## src/rtl/cfg_port_pkg.sv

```systemverilog
package cfg_port_pkg;

    localparam int DATA_W   = 8;
    localparam int ADDR_W   = 16;
    localparam int NREGS    = 1 << DATA_W;

    localparam logic [ADDR_W-1:0] PTR_PORT  = 16'h0022;
    localparam logic [ADDR_W-1:0] WIN_PORT  = 16'h0023;

    localparam logic [DATA_W-1:0] GUARD_IDX  = 8'h13;
    localparam logic [DATA_W-1:0] OPEN_KEY   = 8'hC5;
    localparam logic [DATA_W-1:0] CLOSE_KEY  = 8'h00;
    localparam logic [DATA_W-1:0] SWI_IDX    = 8'h56;
    localparam int                SWI_BIT    = 6;
    localparam logic [DATA_W-1:0] RESET_VAL  = 8'h00;

    typedef enum logic [2:0] {
        OP_IDLE,
        OP_PTR_WR,
        OP_PTR_RD,
        OP_WIN_WR,
        OP_WIN_RD
    } bus_op_e;

    typedef struct packed {
        bus_op_e           op;
        logic [DATA_W-1:0] data;
    } bus_req_t;

    // Value a write leaves in the register it targets (self-clearing bits dropped)
    function automatic logic [DATA_W-1:0] stored_value(
        input logic [DATA_W-1:0] idx,
        input logic [DATA_W-1:0] wdata
    );
        logic [DATA_W-1:0] v;
        v = wdata;
        if (idx == SWI_IDX) v[SWI_BIT] = 1'b0;
        return v;
    endfunction

    function automatic logic is_swi_fire(
        input logic [DATA_W-1:0] idx,
        input logic [DATA_W-1:0] wdata
    );
        return (idx == SWI_IDX) && wdata[SWI_BIT];
    endfunction

endpackage

```

## src/rtl/cfg_bus_decode.sv

```systemverilog
module cfg_bus_decode
    import cfg_port_pkg::*;
#(
    parameter logic [ADDR_W-1:0] P_PTR = PTR_PORT,
    parameter logic [ADDR_W-1:0] P_WIN = WIN_PORT
) (
    input  logic [ADDR_W-1:0] addr_i,
    input  logic [DATA_W-1:0] wdata_i,
    input  logic              wr_i,
    input  logic              rd_i,
    output bus_req_t          req_o
);
    logic hit_ptr;
    logic hit_win;

    assign hit_ptr = (addr_i == P_PTR);
    assign hit_win = (addr_i == P_WIN);

    always_comb begin
        req_o.op   = OP_IDLE;
        req_o.data = wdata_i;
        if (wr_i) begin
            if (hit_ptr)      req_o.op = OP_PTR_WR;
            else if (hit_win) req_o.op = OP_WIN_WR;
        end else if (rd_i) begin
            if (hit_ptr)      req_o.op = OP_PTR_RD;
            else if (hit_win) req_o.op = OP_WIN_RD;
        end
    end

endmodule

```

## src/rtl/cfg_lock_ctrl.sv

```systemverilog
module cfg_lock_ctrl
    import cfg_port_pkg::*;
(
    input  logic              clk,
    input  logic              rst,
    input  logic              guard_wr_i,
    input  logic [DATA_W-1:0] guard_data_i,
    output logic              open_o
);
    logic open_q;

    always_ff @(posedge clk) begin
        if (rst) begin
            open_q <= 1'b0;
        end else if (guard_wr_i) begin
            if (guard_data_i == OPEN_KEY)       open_q <= 1'b1;
            else if (guard_data_i == CLOSE_KEY) open_q <= 1'b0;
        end
    end

    assign open_o = open_q;


    open_key_chk: assert property (@(posedge clk) disable iff (rst)
        guard_wr_i && guard_data_i == OPEN_KEY |=> open_o);


    close_key_chk: assert property (@(posedge clk) disable iff (rst)
        guard_wr_i && guard_data_i == CLOSE_KEY |=> !open_o);


    other_key_hold_chk: assert property (@(posedge clk) disable iff (rst)
        guard_wr_i && guard_data_i != OPEN_KEY && guard_data_i != CLOSE_KEY
        |=> $stable(open_o));

endmodule

```

## src/rtl/cfg_reg_bank.sv

```systemverilog
module cfg_reg_bank
    import cfg_port_pkg::*;
#(
    parameter int N = NREGS,
    parameter logic [DATA_W-1:0] INIT = RESET_VAL
) (
    input  logic              clk,
    input  logic              rst,
    input  logic              open_i,
    input  logic              wr_en_i,
    input  logic [DATA_W-1:0] idx_i,
    input  logic [DATA_W-1:0] wdata_i,
    output logic [DATA_W-1:0] rdata_o
);
    logic [DATA_W-1:0] cells [N];

    for (genvar g = 0; g < N; g++) begin : g_cell
        logic [DATA_W-1:0] q;
        always_ff @(posedge clk) begin
            if (rst)
                q <= INIT;
            else if (wr_en_i && idx_i == DATA_W'(g))
                q <= wdata_i;
        end
        assign cells[g] = q;
    end

    assign rdata_o = cells[idx_i];


    locked_no_write_chk: assert property (@(posedge clk) disable iff (rst)
        !open_i |-> !wr_en_i);


    swi_bit_clear_chk: assert property (@(posedge clk) disable iff (rst)
        wr_en_i && idx_i == SWI_IDX |-> !wdata_i[SWI_BIT]);

endmodule

```

## src/rtl/cfg_index_port.sv

```systemverilog
module cfg_index_port
    import cfg_port_pkg::*;
(
    input  logic              clk,
    input  logic              rst,
    input  logic [15:0]       io_addr,
    input  logic [7:0]        io_wdata,
    input  logic              io_wr,
    input  logic              io_rd,
    output logic [7:0]        io_rdata,
    output logic              swi_req
);
    bus_req_t          req;
    logic [DATA_W-1:0] ptr_q;
    logic              open;
    logic              guard_wr;
    logic              bank_wr;
    logic [DATA_W-1:0] bank_wdata;
    logic [DATA_W-1:0] bank_rdata;
    logic              swi_q;

    cfg_bus_decode u_dec (
        .addr_i  (io_addr),
        .wdata_i (io_wdata),
        .wr_i    (io_wr),
        .rd_i    (io_rd),
        .req_o   (req)
    );

    always_ff @(posedge clk) begin
        if (rst)                   ptr_q <= '0;
        else if (req.op == OP_PTR_WR) ptr_q <= req.data;
    end

    assign guard_wr   = (req.op == OP_WIN_WR) && (ptr_q == GUARD_IDX);
    assign bank_wr    = (req.op == OP_WIN_WR) && (ptr_q != GUARD_IDX) && open;
    assign bank_wdata = stored_value(ptr_q, req.data);

    cfg_lock_ctrl u_lock (
        .clk          (clk),
        .rst          (rst),
        .guard_wr_i   (guard_wr),
        .guard_data_i (req.data),
        .open_o       (open)
    );

    cfg_reg_bank u_bank (
        .clk     (clk),
        .rst     (rst),
        .open_i  (open),
        .wr_en_i (bank_wr),
        .idx_i   (ptr_q),
        .wdata_i (bank_wdata),
        .rdata_o (bank_rdata)
    );

    always_ff @(posedge clk) begin
        if (rst) swi_q <= 1'b0;
        else     swi_q <= bank_wr && is_swi_fire(ptr_q, req.data);
    end

    assign swi_req = swi_q;

    always_comb begin
        unique case (req.op)
            OP_PTR_RD: io_rdata = ptr_q;
            OP_WIN_RD: io_rdata = (ptr_q == GUARD_IDX) ? {{(DATA_W-1){1'b0}}, open}
                                                       : bank_rdata;
            default:   io_rdata = '0;
        endcase
    end


    ptr_load_chk: assert property (@(posedge clk) disable iff (rst)
        io_wr && io_addr == PTR_PORT |=> ptr_q == $past(io_wdata));


    ptr_hold_chk: assert property (@(posedge clk) disable iff (rst)
        !(io_wr && io_addr == PTR_PORT) |=> $stable(ptr_q));


    swi_one_shot_chk: assert property (@(posedge clk) disable iff (rst)
        swi_req |=> !swi_req);


    swi_cause_chk: assert property (@(posedge clk) disable iff (rst)
        $rose(swi_req) |-> $past(open && io_wr && io_addr == WIN_PORT
                                 && ptr_q == SWI_IDX && io_wdata[SWI_BIT]));


    rdata_idle_chk: assert property (@(posedge clk) disable iff (rst)
        !io_rd |-> io_rdata == 8'h00);

endmodule

```

## config.mk

```make
export PLATFORM = sky130hd
export DESIGN_NAME = cfg_index_port
export DESIGN_NICKNAME = d
export VERILOG_FILES = /design/src/rtl/cfg_port_pkg.sv /design/src/rtl/cfg_bus_decode.sv /design/src/rtl/cfg_lock_ctrl.sv /design/src/rtl/cfg_reg_bank.sv /design/src/rtl/cfg_index_port.sv
export SDC_FILE = /design/constraint.sdc
export NUM_CORES = 2
export LEC_CHECK = 0
export BUFFER_PORTS_ARGS = -buffer_cell sky130_fd_sc_hd__buf_2
export CORE_MARGIN = 5
export CORE_UTILIZATION = 54
export CTS_CLUSTER_SIZE = 30
export DETAILED_ROUTE_END_ITERATION = 7
export MAX_ROUTING_LAYER = met4
export PLACE_DENSITY = 0.69
export RECOVER_POWER = 50
export SLEW_MARGIN = 30
export SYNTH_ARGS = -nofsm -noshare
export SYNTH_HDL_FRONTEND = slang
export SYNTH_SLANG_ARGS = --single-unit
export TNS_END_PERCENT = 50
```

## constraint.sdc

```tcl
create_clock -name clk -period 3.9 [get_ports clk]
set_input_delay 0.39 -clock clk [delete_from_list [all_inputs] [get_ports clk]]
set_output_delay 0.39 -clock clk [all_outputs]
set_load 0.05 [all_outputs]
```

== Word level (Yosys, flattened, before mapping) ==
Index checks and enable logic that the tools add are counted.

* Register bits: 2058
* Word-level logic and storage cells: 803

* $lt $le $gt $ge: 1
* Equality and inequality tests: 263
* Muxes and demuxes: 14
* Bitwise operators: 1
* Reduce and logical (&&, ||, !) cells: 265

{| class="wikitable"
|+ Operator list
! operator !! count
|-
| $eq A8 B8 Y1 const B || 129
|-
| $eq A8 B7 Y1 const B || 64
|-
| $logic_and A1 B1 Y1 || 261
|-
| $eq A8 B6 Y1 const B || 32
|-
| $eq A8 B5 Y1 const B || 16
|-
| $bmux W8 S8 || 1
|-
| $eq A8 B4 Y1 const B || 8
|-
| $eq A16 B6 Y1 const B || 2
|-
| $eq A8 B3 Y1 const B || 4
|-
| $mux W8 || 3
|-
| $eq A8 B2 Y1 const B || 2
|-
| $logic_not A8 Y1 || 2
|-
| $pmux W8 S2 || 1
|-
| $mux W3 || 5
|-
| $ge A9 B9 Y1 const B || 1
|-
| $not A8 Y9 || 1
|-
| $eq A8 B1 Y1 const B || 1
|-
| $ne A8 B5 Y1 const B || 1
|-
| $eq A3 B2 Y1 const B || 2
|-
| $eq A3 B1 Y1 const B || 1
|-
| $eq A3 B3 Y1 const B || 1
|-
| $mux W1 || 3
|-
| $mux W2 || 1
|-
| $reduce_and A2 Y1 || 1
|-
| $reduce_bool A2 Y1 || 1
|}

== Depth between registers and ports, before layout ==
* Word-level depth: 9
* Depth in mapped cells: 13

== Cells and area by module ==
A second synthesis with hierarchy kept.

* Cells, all modules: 10314
* Area total of the unflattened synthesis: 88909.0 µm²

{| class="wikitable"
|+ By module, submodules not included
! module !! instances !! cells each !! area each (µm²) !! seq. area each (µm²)
|-
| cfg_reg_bank || 1 || 10230 || 88108.3 || 40999.3
|-
| cfg_index_port || 1 || 55 || 549.3 || 180.2
|-
| cfg_bus_decode || 1 || 21 || 168.9 || 0.0
|-
| cfg_lock_ctrl || 1 || 8 || 82.6 || 20.0
|}

== Least setup slack after synthesis ==
Ideal clock, no wire load.

* Kind: register -> output
* Start point: register ptr_q[3]
* End point: output port io_rdata[2]
* Arrival: 3.167 ns
* Path slack: 0.343 ns
* Stages on the path, launching flop included: 12
* Buffers on the path: 4
* Cell sequence: dfxtp_1 -> buf_2 -> inv_2 -> buf_2 -> buf_2 -> buf_1 -> nand2_1 -> nand3_1 -> nand4_1 -> a31oi_1 -> nor3b_1 -> o21ai_0

* Word-level cells in the longest chain between the ends: 6

{| class="wikitable"
|+ Ends and longest elaborated chain
! item !! line !! text
|-
| start, declared || cfg_index_port.sv:14 || <nowiki>logic [DATA_W-1:0] ptr_q;</nowiki>
|-
| start signal, assigned || cfg_index_port.sv:32 || <nowiki>else if (req.op == OP_PTR_WR) ptr_q <= req.data;</nowiki>
|-
| $not A8 Y9 (implied by the code) || cfg_reg_bank.sv:28 || <nowiki>assign rdata_o = cells[idx_i];</nowiki>
|-
| $bmux W8 S8 || cfg_reg_bank.sv:28 ||
|-
| $mux W8 (implied by the code) (2 in a row) || cfg_reg_bank.sv:28 ||
|-
| $mux W8 * || cfg_index_port.sv:67 || <nowiki>OP_WIN_RD: io_rdata = (ptr_q == GUARD_IDX) ? {{(DATA_W-1){1'b0}}, open}</nowiki>
|-
| $pmux W8 S2 * || cfg_index_port.sv:65 || <nowiki>unique case (req.op)</nowiki>
|-
| end, declared || cfg_index_port.sv:10 || <nowiki>output logic [7:0] io_rdata,</nowiki>
|}

Mark *: on every way between the ends. The rest lies on a longest branch, timed or not. The select of a mux whose other input is x is not followed.

== Worst setup path after layout ==
* Start point: register ptr_q[5]
* End point: output port io_rdata[0]

Same word-level chain as after synthesis.

==> results.py <==
metrics = {
    "floorplan": {
        "die_h_um": 414.8,
        "rows": 148,
        "placeableCoreArea_um2": 162800,
        "num_io_pins": 37,
        "die-width_um": 414.8,
        "initial_utilization": 0.5437,
        "dieArea_um2": 172100,
    },
    "layout": {
        "area_growth_pct": 15.00,
        "instances_no_fill": 13030,
        "footprint_of_the_multi_input_gates_um2": 44820,
        "fill_cells": 13480,
        "share_of_post_route_cells_with_drive_strength_above_1": 0.1503,
        "final_net_count": 10690,
        "layout_commonest_cell": "sky130_fd_sc_hd__nand2_1",
        "area_taken_by_flip_flops_and_latches_um2": 41220,
        "layout_common_cells": "sky130_fd_sc_hd__nand2_1 (4,444), sky130_fd_sc_hd__a21oi_1 (2,060), sky130_fd_sc_hd__dfxtp_1 (2,051)",
    },
    "synthesis": {
        "syn_avg_cell_area_um2": 8.352,
        "synth_unique_cells": 66,
        "postSynth.asyncResetShare": 0,
        "synth_enable_flop_cells": 0,
        "yosys_warnings": 0,
        "synth_cells": 10600,
        "synth.yosys.seq_area_share": 0.4655,
        "mappedNetlistNets": 10630,
        "seq_cells_post_synth": 2058,
        "syn_area_um2": 88510,
        "ys_dominant_reg_cell": "sky130_fd_sc_hd__dfxtp_1",
    },
    "place": {
        "detailedPlacementHpwl_um": 217400,
        "gpl.final_weighted_congestion": 1.026,
        "place_worst_setup_slack_ps": -609.2,
        "placed_cells": 12560,
        "port_buffers": 36,
    },
    "sta": {
        "setup_repair_after_global_routing_missed_its_margin": "true",
        "setup-violations-final": 1828,
        "setup_slack_ps": -892.2,
        "hold_violations": 0,
        "finalMaxSlewViolations": 155,
        "finalWorstPathRequiredPeriod_ps": 4792,
        "skew_ps": 26.92,
        "max-slew-margin-rel": -1.915,
        "final_hold_slack_ps": 20.02,
        "timing.fmax_ghz": 0.2087,
        "portion_of_the_clock_cycle_consumed_by_the_worst_path_in_the_final_layout": 1.229,
        "tightest_slew_ps": 4372,
    },
    "global_route": {
        "grt_max_degree": 176,
        "gr-usage-all-layers": 0.3848,
        "antenna_violations_before_repair": 17,
        "overflow": 0,
        "first_global_vias": 76440,
        "grt_pass1_wl_um": 495100,
    },
    "worst_setup_path": {
        "critPathMostFrequentCell": "sky130_fd_sc_hd__o21ai_0",
        "crit_cells": 11,
        "crit_path_cell_trace": "buf_4 > nor2_2 > buf_4 > o21ai_0 > a31oi_1 > o21ai_0 > o21ai_0 > nor3_1 > nor4b_1 > o31a_1 > buf_2",
        "critical_path.max_stage_delay_ps": 560,
        "cp_top_family": "compound AO/OA/AOI/OAI gates",
        "timing.critical_path.to_type": "primary output",
        "critPathArrivalTime_ps": 4400,
        "reg2reg_setup_slack_ps": -540,
        "timing.reg2reg.worst_path_depth": 16,
        "critical_path.reg2reg.startpoint": "ptr_q[1]",
        "worstSetupPathType": "reg -> out",
        "worst_flop_to_flop_path_endpoint": "u_bank.g_cell[108].q[3]",
        "worstPathMaxFanout": 15,
        "cp.required_ps": 3510,
        "capture_point_of_the_worst_path": "io_rdata[0]",
        "start_point_of_the_critical_path": "ptr_q[5]",
        "timing.critical_path.slowest_stage_cell": "sky130_fd_sc_hd__a31oi_1",
        "worstSetupStartpointType": "flip-flop",
        "worst-path-buf-inv": 3,
    },
    "worst_hold_path": {
        "holdPathStages": 3,
        "hold_class": "in -> reg",
        "min-delay-start": "io_wdata[0]",
    },
    "detailed_routing": {
        "vias_per_cell": 6.307,
        "drtIter0Drc": 12020,
        "post-route-drc-count": 1,
        "vias": 82150,
        "drtPass1Iterations": 8,
        "wl_per_cell_um": 25.78,
        "finalWirelength_um": 335800,
        "number_of_nets_with_antenna_violations_after_detailed_routing": 0,
    },
    "run_status": {
        "failed_checks": "design-rule violations, max-capacitance violations, max-slew violations, negative setup slack",
        "status": "finished, violations left",
    },
    "cts": {
        "clock_tree_from_tritoncts": "built",
        "cts.sink_count": 2058,
        "htreeDepth": 4,
        "clk_pin_slew_worst_paths_ps": 70,
        "cts_root_buf": "sky130_fd_sc_hd__clkbuf_16",
        "cts_buffers": 209,
        "cts-root-to-sink-buffers": 3,
        "clk-insertion-delay-late_ps": 870,
    },
    "power": {
        "p_leak_nw": 32.01,
        "p_per_area_nw_per_um2": 421.0,
        "max-vdd-ir-drop_mv": 0.4794,
    },
    "run": {
        "cap_viol_max_count": 1,
    },
}
==> power by group <==
part,total [mW],switching (mW),internal (mW)
Clock,20.9,8.87,12.0
Combinational,0.977,0.844,0.133
Sequential,21.0,0.00000368,21.0
==> sequential cells by signal (all words and copies together) (netlist names) <==
register         flops
ptr_q                8
u_bank.g_cell.q   2048
swi_req              1
u_lock.open_o        1
==> how the worst min path moves through the flow <==
stage	end	slack, ps
finish	u_bank.g_cell[107].q[0]	20
global route	u_bank.g_cell[168].q[1]	50
CTS	u_bank.g_cell[107].q[0]	4
detailed placement	u_bank.g_cell[253].q[7]	440
global placement	u_bank.g_cell[3].q[0]	430
floorplan	u_bank.g_cell[1].q[3]	430
==> logic make-up after synthesis <==
group	count (synthesis)	share of synthesized area
buf+inv	727	0.03520
simple gates	4936	0.2168
mux	679	0.1551
compound gates	2197	0.1274
flops	2058	0.4655
==> metrics by stage <==
step	total power, mW	cell area [um^2]	utilization	TNS [ps]
final	42.85	101800	0.6253	-315460
after global routing	43.82	101800	0.6252	-447630
after CTS	42.86	101700	0.6247	-5399
after detailed placement	22.42	93280	0.5731	-3039
after global placement	22.41	93280	0.5731	-3292
after floorplan	22.07	88510	-	0
==> repair_timing <==
action,CTS,global route
resized for setup,122,36
hold buffers,5,0
gates cloned,11,2
endpoints found under the setup margin,8,9
pin swaps,9,9
setup buffers,35,15
hold endpoints to repair,86,0
==> cell usage after synthesis (6+ instances only) <==
cell / count / share of area
sky130_fd_sc_hd__a21oi_1: 2064 / 0.12
sky130_fd_sc_hd__a211oi_1: 7 / 0.00059
sky130_fd_sc_hd__buf_1: 125 / 0.0053
sky130_fd_sc_hd__a32oi_1: 6 / 0.00059
sky130_fd_sc_hd__o22ai_1: 29 / 0.0020
sky130_fd_sc_hd__nor4_1: 12 / 0.00085
sky130_fd_sc_hd__o32ai_1: 7 / 0.00069
sky130_fd_sc_hd__nor2_4: 20 / 0.0025
sky130_fd_sc_hd__o21ai_0: 21 / 0.0012
sky130_fd_sc_hd__a22oi_1: 14 / 0.0012
sky130_fd_sc_hd__nand2b_1: 8 / 0.00057
sky130_fd_sc_hd__nand4_1: 15 / 0.0011
sky130_fd_sc_hd__nor2_2: 32 / 0.0023
sky130_fd_sc_hd__clkbuf_1: 428 / 0.018
sky130_fd_sc_hd__nand3_1: 48 / 0.0027
sky130_fd_sc_hd__nor2b_1: 21 / 0.0015
sky130_fd_sc_hd__nor3_1: 27 / 0.0015
sky130_fd_sc_hd__buf_2: 114 / 0.0064
sky130_fd_sc_hd__mux2_2: 21 / 0.0027
sky130_fd_sc_hd__mux2i_1: 106 / 0.012
sky130_fd_sc_hd__dfxtp_1: 2058 / 0.47
sky130_fd_sc_hd__nor2_1: 267 / 0.011
sky130_fd_sc_hd__a31oi_1: 14 / 0.00099
sky130_fd_sc_hd__nand2_1: 4446 / 0.19
sky130_fd_sc_hd__buf_6: 12 / 0.0015
sky130_fd_sc_hd__buf_4: 40 / 0.0034
sky130_fd_sc_hd__mux4_2: 552 / 0.14
sky130_fd_sc_hd__o211ai_1: 7 / 0.00059
==> area by class of cell <==
class | instances | share of cell area
clock inverter | 71 | 0.009920
clock buffer | 306 | 0.05961
timing repair buffer | 575 | 0.05757
multi-input combinational | 7812 | 0.4403
sequential | 2058 | 0.4050
inverter | 5 | 0.0003073
tap | 2175 | 0.02674
antenna | 24 | 0.0005900
==> routing by layer <==
layer  routed length, um  global-route usage  share of wire  up-vias
li1                    -                   -              -    36000
met1              125500              0.4950           0.37    39640
met2              146900              0.5568           0.44     5392
met3               41610             0.09679           0.12     1121
met4               21820              0.2137          0.065        0
met5                   0                   -              0        -
==> worst register-to-register path: cells and delay by family, from the launching register on <==
kind,cells,cell delay [ps]
buf+inv,8,1890
simple gates,7,1780
flops,1,390
compound gates,1,70
Power figures use the tool's default switching activity.
